--- src/rtl/stereo_rx_pkg.sv ---
package stereo_rx_pkg;
   localparam int CH_LEFT  = 0;
   localparam int CH_RIGHT = 1;
   localparam int N_CH     = 2;

   typedef enum logic [1:0] {
      EV_NONE  = 2'b00,
      EV_OVER  = 2'b01,
      EV_UNDER = 2'b10
   } xrun_ev_t;

   function automatic bit is_pow2(input int v);
      return (v > 0) && ((v & (v - 1)) == 0);
   endfunction
endpackage

--- src/rtl/srx_chan_fifo.sv ---
module srx_chan_fifo #(
   parameter int WIDTH = 32,
   parameter int DEPTH = 8,
   localparam int PTR_W = $clog2(DEPTH),
   localparam int LVL_W = $clog2(DEPTH + 1)
) (
   input  logic             clk,
   input  logic             rst_n,
   input  logic             flush,
   input  logic             push,
   input  logic [WIDTH-1:0] push_data,
   input  logic             pop,
   output logic [WIDTH-1:0] head_data,
   output logic [LVL_W-1:0] level,
   output stereo_rx_pkg::xrun_ev_t ev
);
   import stereo_rx_pkg::*;

   localparam logic [LVL_W-1:0] LVL_MAX = LVL_W'(DEPTH);

   if (!is_pow2(DEPTH)) begin : g_bad_depth
      $error("srx_chan_fifo: DEPTH must be a power of two");
   end
   if (WIDTH < 1) begin : g_bad_width
      $error("srx_chan_fifo: WIDTH must be positive");
   end

   logic [WIDTH-1:0] mem [DEPTH];
   logic [PTR_W-1:0] wr_ptr, rd_ptr;
   logic             is_empty, is_full, take, keep;

   assign is_empty = (level == '0);
   assign is_full  = (level == LVL_MAX);
   assign take     = pop && !is_empty && !flush;
   assign keep     = push && (flush || !is_full || take);

   always_comb begin
      ev = EV_NONE;
      if (!flush) begin
         if (pop && is_empty)
            ev = EV_UNDER;
         else if (push && is_full && !pop)
            ev = EV_OVER;
      end
   end

   assign head_data = is_empty ? '0 : mem[rd_ptr];

   always_ff @(posedge clk or negedge rst_n) begin
      if (!rst_n) begin
         wr_ptr <= '0;
         rd_ptr <= '0;
         level  <= '0;
      end else if (flush) begin
         rd_ptr <= '0;
         wr_ptr <= push ? PTR_W'(1) : '0;
         level  <= push ? LVL_W'(1) : '0;
      end else begin
         if (take) rd_ptr <= rd_ptr + 1'b1;
         if (keep) wr_ptr <= wr_ptr + 1'b1;
         level <= level + LVL_W'(keep) - LVL_W'(take);
      end
   end

   always_ff @(posedge clk) begin
      if (flush && push)
         mem[0] <= push_data;
      else if (keep)
         mem[wr_ptr] <= push_data;
   end

   p_level_bound_r2: assert property (@(posedge clk) disable iff (!rst_n)
      level <= LVL_MAX);
   p_flush_one_r7: assert property (@(posedge clk) disable iff (!rst_n)
      flush |=> level <= LVL_W'(1));
   p_under_keeps_r5: assert property (@(posedge clk) disable iff (!rst_n)
      (ev == EV_UNDER && !push) |=> level == '0);
endmodule

--- src/rtl/srx_skew_guard.sv ---
module srx_skew_guard #(
   parameter int LVL_W      = 4,
   parameter int SKEW_LIMIT = 1
) (
   input  logic             push,
   input  logic [LVL_W-1:0] lvl_a,
   input  logic [LVL_W-1:0] lvl_b,
   output logic             realign
);
   if (SKEW_LIMIT < 0) begin : g_bad_skew
      $error("srx_skew_guard: SKEW_LIMIT must not be negative");
   end

   logic [LVL_W-1:0] gap;
   assign gap     = (lvl_a > lvl_b) ? (lvl_a - lvl_b) : (lvl_b - lvl_a);
   assign realign = push && (gap > LVL_W'(SKEW_LIMIT));
endmodule

--- src/rtl/srx_sticky_flag.sv ---
module srx_sticky_flag (
   input  logic clk,
   input  logic rst_n,
   input  logic set,
   input  logic clr,
   output logic q
);
   always_ff @(posedge clk or negedge rst_n) begin
      if (!rst_n)   q <= 1'b0;
      else if (set) q <= 1'b1;
      else if (clr) q <= 1'b0;
   end

   p_hold_r6: assert property (@(posedge clk) disable iff (!rst_n)
      (q && !clr) |=> q);
endmodule

--- src/rtl/stereo_rx_fifo_pair.sv ---
module stereo_rx_fifo_pair #(
   parameter int WIDTH      = 32,
   parameter int DEPTH      = 8,
   parameter int SKEW_LIMIT = 1,
   localparam int LVL_W     = $clog2(DEPTH + 1)
) (
   input  logic             clk,
   input  logic             rst_n,
   input  logic             push_pair,
   input  logic [WIDTH-1:0] in_left,
   input  logic [WIDTH-1:0] in_right,
   input  logic             rd_left,
   input  logic             rd_right,
   output logic [WIDTH-1:0] left_word,
   output logic [WIDTH-1:0] right_word,
   output logic             pair_full,
   output logic             xrun_flag,
   output logic             resync_flag,
   input  logic             clr_xrun,
   input  logic             clr_resync
);
   import stereo_rx_pkg::*;

   localparam logic [LVL_W-1:0] LVL_MAX = LVL_W'(DEPTH);

   if (DEPTH < 2) begin : g_bad_depth
      $error("stereo_rx_fifo_pair: DEPTH must be at least 2");
   end
   if (SKEW_LIMIT >= DEPTH) begin : g_bad_skew
      $error("stereo_rx_fifo_pair: SKEW_LIMIT must be below DEPTH");
   end

   logic [WIDTH-1:0] wr_data [N_CH];
   logic [WIDTH-1:0] rd_data [N_CH];
   logic             rd_strobe [N_CH];
   logic [LVL_W-1:0] lvl [N_CH];
   xrun_ev_t         ev [N_CH];
   logic [N_CH-1:0]  ch_full, ch_err, ch_over;
   logic             realign;

   assign wr_data[CH_LEFT]    = in_left;
   assign wr_data[CH_RIGHT]   = in_right;
   assign rd_strobe[CH_LEFT]  = rd_left;
   assign rd_strobe[CH_RIGHT] = rd_right;

   srx_skew_guard #(.LVL_W(LVL_W), .SKEW_LIMIT(SKEW_LIMIT)) u_skew (
      .push    (push_pair),
      .lvl_a   (lvl[CH_LEFT]),
      .lvl_b   (lvl[CH_RIGHT]),
      .realign (realign)
   );

   for (genvar c = 0; c < N_CH; c++) begin : g_ch
      srx_chan_fifo #(.WIDTH(WIDTH), .DEPTH(DEPTH)) u_fifo (
         .clk       (clk),
         .rst_n     (rst_n),
         .flush     (realign),
         .push      (push_pair),
         .push_data (wr_data[c]),
         .pop       (rd_strobe[c]),
         .head_data (rd_data[c]),
         .level     (lvl[c]),
         .ev        (ev[c])
      );
      assign ch_full[c] = (lvl[c] == LVL_MAX);
      assign ch_err[c]  = (ev[c] != EV_NONE);
      assign ch_over[c] = (ev[c] == EV_OVER);
   end

   assign left_word  = rd_data[CH_LEFT];
   assign right_word = rd_data[CH_RIGHT];
   assign pair_full  = &ch_full;

   srx_sticky_flag u_xrun (
      .clk   (clk),
      .rst_n (rst_n),
      .set   (|ch_err),
      .clr   (clr_xrun),
      .q     (xrun_flag)
   );

   srx_sticky_flag u_resync (
      .clk   (clk),
      .rst_n (rst_n),
      .set   (realign),
      .clr   (clr_resync),
      .q     (resync_flag)
   );

   p_full_needs_push_r3: assert property (@(posedge clk) disable iff (!rst_n)
      $rose(pair_full) |-> $past(push_pair));
   p_over_flags_r4: assert property (@(posedge clk) disable iff (!rst_n)
      (|ch_over) |=> xrun_flag);
   p_realign_flags_r7: assert property (@(posedge clk) disable iff (!rst_n)
      realign |=> resync_flag);
   p_realign_levels_r7: assert property (@(posedge clk) disable iff (!rst_n)
      realign |=> (lvl[CH_LEFT] == lvl[CH_RIGHT]));
   p_realign_no_under_r10: assert property (@(posedge clk) disable iff (!rst_n)
      realign |-> !(|ch_err));
endmodule

--- config.mk ---
export PLATFORM = sky130hd
export DESIGN_NAME = stereo_rx_fifo_pair
export DESIGN_NICKNAME = d
export VERILOG_FILES = /design/src/rtl/stereo_rx_pkg.sv /design/src/rtl/srx_chan_fifo.sv /design/src/rtl/srx_skew_guard.sv /design/src/rtl/srx_sticky_flag.sv /design/src/rtl/stereo_rx_fifo_pair.sv
export SDC_FILE = /design/constraint.sdc
export NUM_CORES = 1
export LEC_CHECK = 0
export CAP_MARGIN = 20
export CELL_PAD_IN_SITES_DETAIL_PLACEMENT = 0
export CELL_PAD_IN_SITES_GLOBAL_PLACEMENT = 1
export CORE_ASPECT_RATIO = 0.5
export CORE_UTILIZATION = 45
export DETAILED_ROUTE_END_ITERATION = 8
export GPL_ROUTABILITY_DRIVEN = 0
export PLACE_DENSITY_LB_ADDON = 0.12
export SETUP_SLACK_MARGIN = 0.3
export SYNTH_ARGS = -nofsm -noshare
export SYNTH_HDL_FRONTEND = slang
export SYNTH_SLANG_ARGS = --single-unit
--- constraint.sdc ---
create_clock -name clk -period 7.2 [get_ports clk]
set_input_delay 1.08 -clock clk [delete_from_list [all_inputs] [get_ports clk]]
set_output_delay 1.08 -clock clk [all_outputs]
set_load 0.05 [all_outputs]
After elaboration in Yosys (flattened, before gate mapping)
Memories as Yosys holds them, arrays and structs flattened. Cells that the tools add are included.

Bits in registers: 22. Memory bits (writable): 512. Logic and storage cells: 102. Memories kept: 2.

Memories: g_ch[0].u_fifo.mem (words 8, width 32, rd ports 1, clocked after memory_dff 0, write ports 1, RTL line srx_chan_fifo.sv:28) `logic [WIDTH-1:0] mem [DEPTH];`; g_ch[1].u_fifo.mem (words 8, width 32, rd ports 1, clocked after memory_dff 0, write ports 1, RTL line srx_chan_fifo.sv:28).

Add/sub/neg operators: 10. Magnitude comparators: 2. Eq/ne operators: 2. Multiplexer cells: 39. Reductions and logical operators: 39.

Operators with widths (count): 32-bit two-way mux (4); 32-bit OR reduction (2); 3-bit two-way mux (10); 1-bit two-way mux (18); 2-bit nonzero test (8); 1-bit logical AND (14); 3-bit by 1-bit adder with 3-bit output (second input constant) (4); 4-bit two-way mux (3); 4-bit by 1-bit adder with 4-bit output (2); 4-bit equality test (second input constant) (2); 4-bit logical NOT (2); 2-bit two-way mux (4); 4-bit by 1-bit subtractor with 4-bit output (2); 4-bit subtractor (2); 1-bit logical NOT (7); 4-bit by 1-bit > comparator with 1-bit output (second input constant) (1); 4-bit > comparator (1); 1-bit logical OR (4); 2-bit AND reduction (1); 2-bit OR reduction (1).

Depth between registers and ports, before layout
Word-level depth: 13. Depth in mapped cells: 17.

By module
A second synthesis with hierarchy kept.

Cells, all modules: 969. Area total of the unflattened synthesis: 20941.3 µm².

Modules (own cells, without submodules): srx_chan_fifo (times used 2, cells an instance 458, area each 10263.6 µm², sequential area each 7937.6 µm²); srx_skew_guard (times used 1, cells an instance 43, area each 311.5 µm², sequential area each 0.0 µm²); srx_sticky_flag (times used 2, cells an instance 3, area each 36.3 µm², sequential area each 25.0 µm²); stereo_rx_fifo_pair (times used 1, cells an instance 4, area each 30.0 µm², sequential area each 0.0 µm²).

Worst setup path before layout
OpenSTA, ideal clock, no wires.

Path type: reg2reg. Start point: register g_ch[0].u_fifo.level[0]. End point: memory g_ch[1].u_fifo.mem[4][0] (enable). Library setup time: 0.501 ns. Data arrival time: 5.269 ns. Slack: 1.430 ns. Cell stages (with the launch flop): 11. Buffers on the path: 1. Clock period less this slack: 5.770 ns. Path through: dfrtp_1 -> inv_1 -> ha_1 -> inv_1 -> fa_1 -> a211o_1 -> a221o_1 -> a211oi_1 -> a31oi_1 -> buf_6 -> nor4_1.

Longest elaborated chain between the ends: 13. Elaborated cells on any way between the ends: 20. Classes of those cells: add/sub: 2; order compare: 2; mux: 8; reduce/logical: 8.

RTL lines: start, declared (RTL line srx_chan_fifo.sv:14) `output logic [LVL_W-1:0] level,`; start signal, assigned (RTL line srx_chan_fifo.sv:57) `level <= push ? LVL_W'(1) : '0;`; start signal, assigned (RTL line srx_chan_fifo.sv:61) `level <= level + LVL_W'(keep) - LVL_W'(take);`; 4-bit subtractor or 4-bit > comparator (tied branches) (RTL line srx_skew_guard.sv:15) `assign gap = (lvl_a > lvl_b) ? (lvl_a - lvl_b) : (lvl_b - lvl_a);`; 4-bit two-way mux * (RTL line srx_skew_guard.sv:15); 4-bit by 1-bit > comparator with 1-bit output * (RTL line srx_skew_guard.sv:16) `assign realign = push && (gap > LVL_W'(SKEW_LIMIT));`; 1-bit logical AND * (RTL line srx_skew_guard.sv:16); 1-bit logical NOT (RTL line srx_chan_fifo.sv:34) `assign take = pop && !is_empty && !flush;`; 1-bit logical AND (RTL line srx_chan_fifo.sv:34); 1-bit logical OR (RTL line srx_chan_fifo.sv:35) `assign keep = push && (flush || !is_full || take);`; 1-bit logical AND (RTL line srx_chan_fifo.sv:35); 1-bit two-way mux (RTL line srx_chan_fifo.sv:68) `else if (keep)`; 1-bit two-way mux (RTL line srx_chan_fifo.sv:66) `if (flush && push)`; 1-bit two-way mux (not written as such) (RTL line srx_chan_fifo.sv:69) `mem[wr_ptr] <= push_data;`; 32-bit OR reduction (no line); 3-bit two-way mux (no line) or 1-bit two-way mux (tied branches); end, declared (RTL line srx_chan_fifo.sv:28).

Mark *: on every way between the ends. The rest lies on a longest branch, timed or not.

Worst setup path in the final report
Start point: register g_ch[0].u_fifo.rd_ptr[0]. End point: output left_word[21].

Longest elaborated chain between the ends: 2.

RTL lines: start, declared (RTL line srx_chan_fifo.sv:29) `logic [PTR_W-1:0] wr_ptr, rd_ptr;`; start signal, assigned (RTL line srx_chan_fifo.sv:59) `if (take) rd_ptr <= rd_ptr + 1'b1;`; memory 8 x 32 bit; 32-bit two-way mux (RTL line srx_chan_fifo.sv:47) `assign head_data = is_empty ? '0 : mem[rd_ptr];`; end, declared (RTL line stereo_rx_fifo_pair.sv:14) `output logic [WIDTH-1:0] left_word,`.

Every way passes these cells.

==> reports/metrics.csv <==
metric,value,unit
outcome,completed,
port bufs,137,
final setup TNS,0,ns
final worst slack,2.403,ns
Max transition margin,0.3329,
Die X,308.8,microns
number of synthesized flops with an enable pin,512,
DIE HEIGHT,155.4,microns
sequential share of the synthesized area,0.7522,
number of hold buffers added after CTS,0,
post-cts sizing count,0,
H-tree Lvls,2,
FP Rows,55,
Lkg Pwr,7.880,nW
Mapped Nets,1121,
"slowest stage delay, CP",1.08,ns
final wirelength,42.08,mm
CTS Buf Count,47,
first-pass GRT wire length,63.97,mm
Setup Viol. Count Final,0,
DR iter-0 viols,690,
worst path buffer plus inverter count,2,
kind of critical path,register to output pin,
Cells after Synth,1023,
Pins Over Slew Limit,0,
Initial Util,0.4619,
WP data required,6.12,ns
maxcap violations,0,
final cell count without fillers,1847,
hold crit path type,register to register,
CP Max Fanout,49,
Area Overhead vs Synth,17.74,%
clock slew at reported path FFs,0.07,ns
Skew-Pair Late Insertion Delay,0.55,ns
Die ar.,47970,sq um
Antenna Nets Post-Route,0,
first drt pass iteration count,4,
Synth area leader,edfxtp_1,
Worst-Margin Slew,1.001,ns
final hold violations,0,
pre-CTS setup slack,2.850,ns
post-layout minimum cycle time,4.797,ns
clock root buffer,clkbuf_16,
vias in the first global route,10730,
worst hold slack,0.5383,ns
"Top FF cell, synth",edfxtp_1,
Detail Placement HPWL,22.85,mm
crit path cell chain,buf_4 > mux4_2 > mux2i_1 > nor2_1 > clkdlybuf4s50_1,
area of the core,45830,sq um
RSZ-0062 raised after global routing,false,
Post-CTS Setup Bufs,0,
pwr dens,409.9,nW/um^2
Reg area,15940,sq um
drt via density,5.435,
Clock Skew,0.01151,ns
wire per inst,22.78,microns
# placed instances,1764,
synth unique cells,42,
Top delay family on crit path,buffers and inverters,
Vias,10040,
worst path arrival time,3.72,ns
#FFs+latches synth,534,
period utilization,0.6663,
Synth Cell Area,21170,sq um
# fillers,3553,
Startpoint Class,register,
pin count of the biggest net entering global routing,51,
nets@finish,1284,
multi-input logic area,5040,sq um
initial antenna violation count,0,
total number of yosys warnings,0,
Post-synth ARST share,0.04120,
ANT cells,0,
Top-Level Pins,138,
main area contributors after synthesis,"edfxtp_1 73%, mux4_2 14%, mux2i_1 3.1%, dfrtp_1 2.6%, ha_1 1.4%",
synthesized area per cell,20.70,sq um
critical path capture point type,output pin,
worst vdd ir,0.2416,mV
Tot GR Track Use,0.1792,
CTS tree,yes,
# DRC,0,
share of the synthesized area in the top cell type,0.7262,
GRT Residual Overflow,0,
Sink Count,534,
fmax,208.5,MHz
Clock Path Buffers,3,
total power,10.22,mW
layout cell share with drive strength beyond 1,0.2057,
Worst path slowest cell,dfrtp_4,
==> placed cells by master (no fill, tap or decap), types with 3 or more instances in the layout <==
cell type and instances:
a21boi_0 4, a21o_1 8, a21oi_1 18, buf_4 32, bufinv_16 4, clkbuf_1 4, clkbuf_16 49, clkdlybuf4s50_1 137
clkinv_1 12, clkinv_2 11, dfrtp_1 16, dfrtp_2 4, edfxtp_1 512, fa_1 4, ha_1 23, inv_1 18
mux2i_1 66, mux4_2 128, nand2_1 12, nand2b_1 10, nand3_1 10, nor2_1 72, nor3_1 3, nor3_2 6
nor4_2 8, o211ai_1 4, o21ai_0 4, xnor2_1 4, xor2_1 5
==> registers in the layout, summed over array words and instances, names as in the netlist <==
signal              flops
g_ch.u_fifo.mem       512
g_ch.u_fifo.rd_ptr      6
u_xrun.q                1
u_resync.q              1
g_ch.u_fifo.level       8
g_ch.u_fifo.wr_ptr      6
==> worst register-to-register path, stage by stage (launching register included) <==
cell      delay (ns)
dfrtp_1         0.40
inv_1           0.10
ha_1            0.17
inv_1           0.05
fa_1            0.42
a211o_1         0.29
a221o_1         0.30
a211oi_1        0.38
a31oi_4         0.14
buf_4           0.32
nor4_2          0.82
buf_4           0.55
==> metal layers <==
| metal | global-route usage | up-vias | share of wire |
|---|---|---|---|
| met3 | 0.03010 | 39 | 0.038 |
| met4 | 0.02914 | 0 | 0.0091 |
| li1 | - | 4497 | - |
| met1 | 0.2379 | 5334 | 0.44 |
| met5 | 0 | - | 0 |
| met2 | 0.3166 | 169 | 0.52 |
==> area by class of cell <==
class,count,area share
inverters,18,0.002710
clock buffers,53,0.04979
repair buffers,169,0.06465
clock inverters,30,0.009838
flip-flops and latches,534,0.6394
multi-input cells,416,0.2022
well taps,627,0.03147
==> cell usage after synthesis, drive strengths merged, types with 12 or more instances <==
master / n
a21oi: 18
dfrtp: 22
mux2i: 66
buf: 24
nor2: 72
mux4: 128
inv: 18
edfxtp: 512
nand2: 12
clkbuf: 31
ha: 23
==> where the power goes <==
group,switching (mW),total [mW],internal [mW]
combinational,2.24,3.66,1.42
clock,1.08,2.46,1.38
sequential,0.270,4.09,3.82
==> cell families after synthesis <==
group | count (synthesis) | share of synthesized area
flip-flops | 534 | 0.7522
multiplexers | 194 | 0.1674
AND/OR/NAND/NOR | 135 | 0.02919
buffers and inverters | 73 | 0.01442
AO/OA/AOI/OAI | 51 | 0.01572
adder cells (fa/ha/maj) | 27 | 0.01738
XOR/XNOR | 9 | 0.003723
==> stage by stage <==
step / util / instance area, sq um
finish: 0.5439 / 24930
global route: 0.5439 / 24930
CTS: 0.5439 / 24930
global placement: 0.5115 / 23440
detailed placement: 0.5115 / 23440
floorplan: - / 21170
==> worst paths after layout <==
check,end,slack [ns],cells after the start,start
min in group asynchronous,g_ch[0].u_fifo.rd_ptr[0],0.89,2,rst_n
setup / recovery,left_word[21],2.40,5,g_ch[0].u_fifo.rd_ptr[0]
setup reg to reg,g_ch[1].u_fifo.mem[4][20],2.87,11,g_ch[0].u_fifo.level[0]
hold reg to reg,u_resync.q,0.54,1,u_resync.q
hold / removal,u_resync.q,0.54,1,u_resync.q
max in group asynchronous,g_ch[1].u_fifo.rd_ptr[0],6.03,2,rst_n
Power figures use the tool's default switching activity.
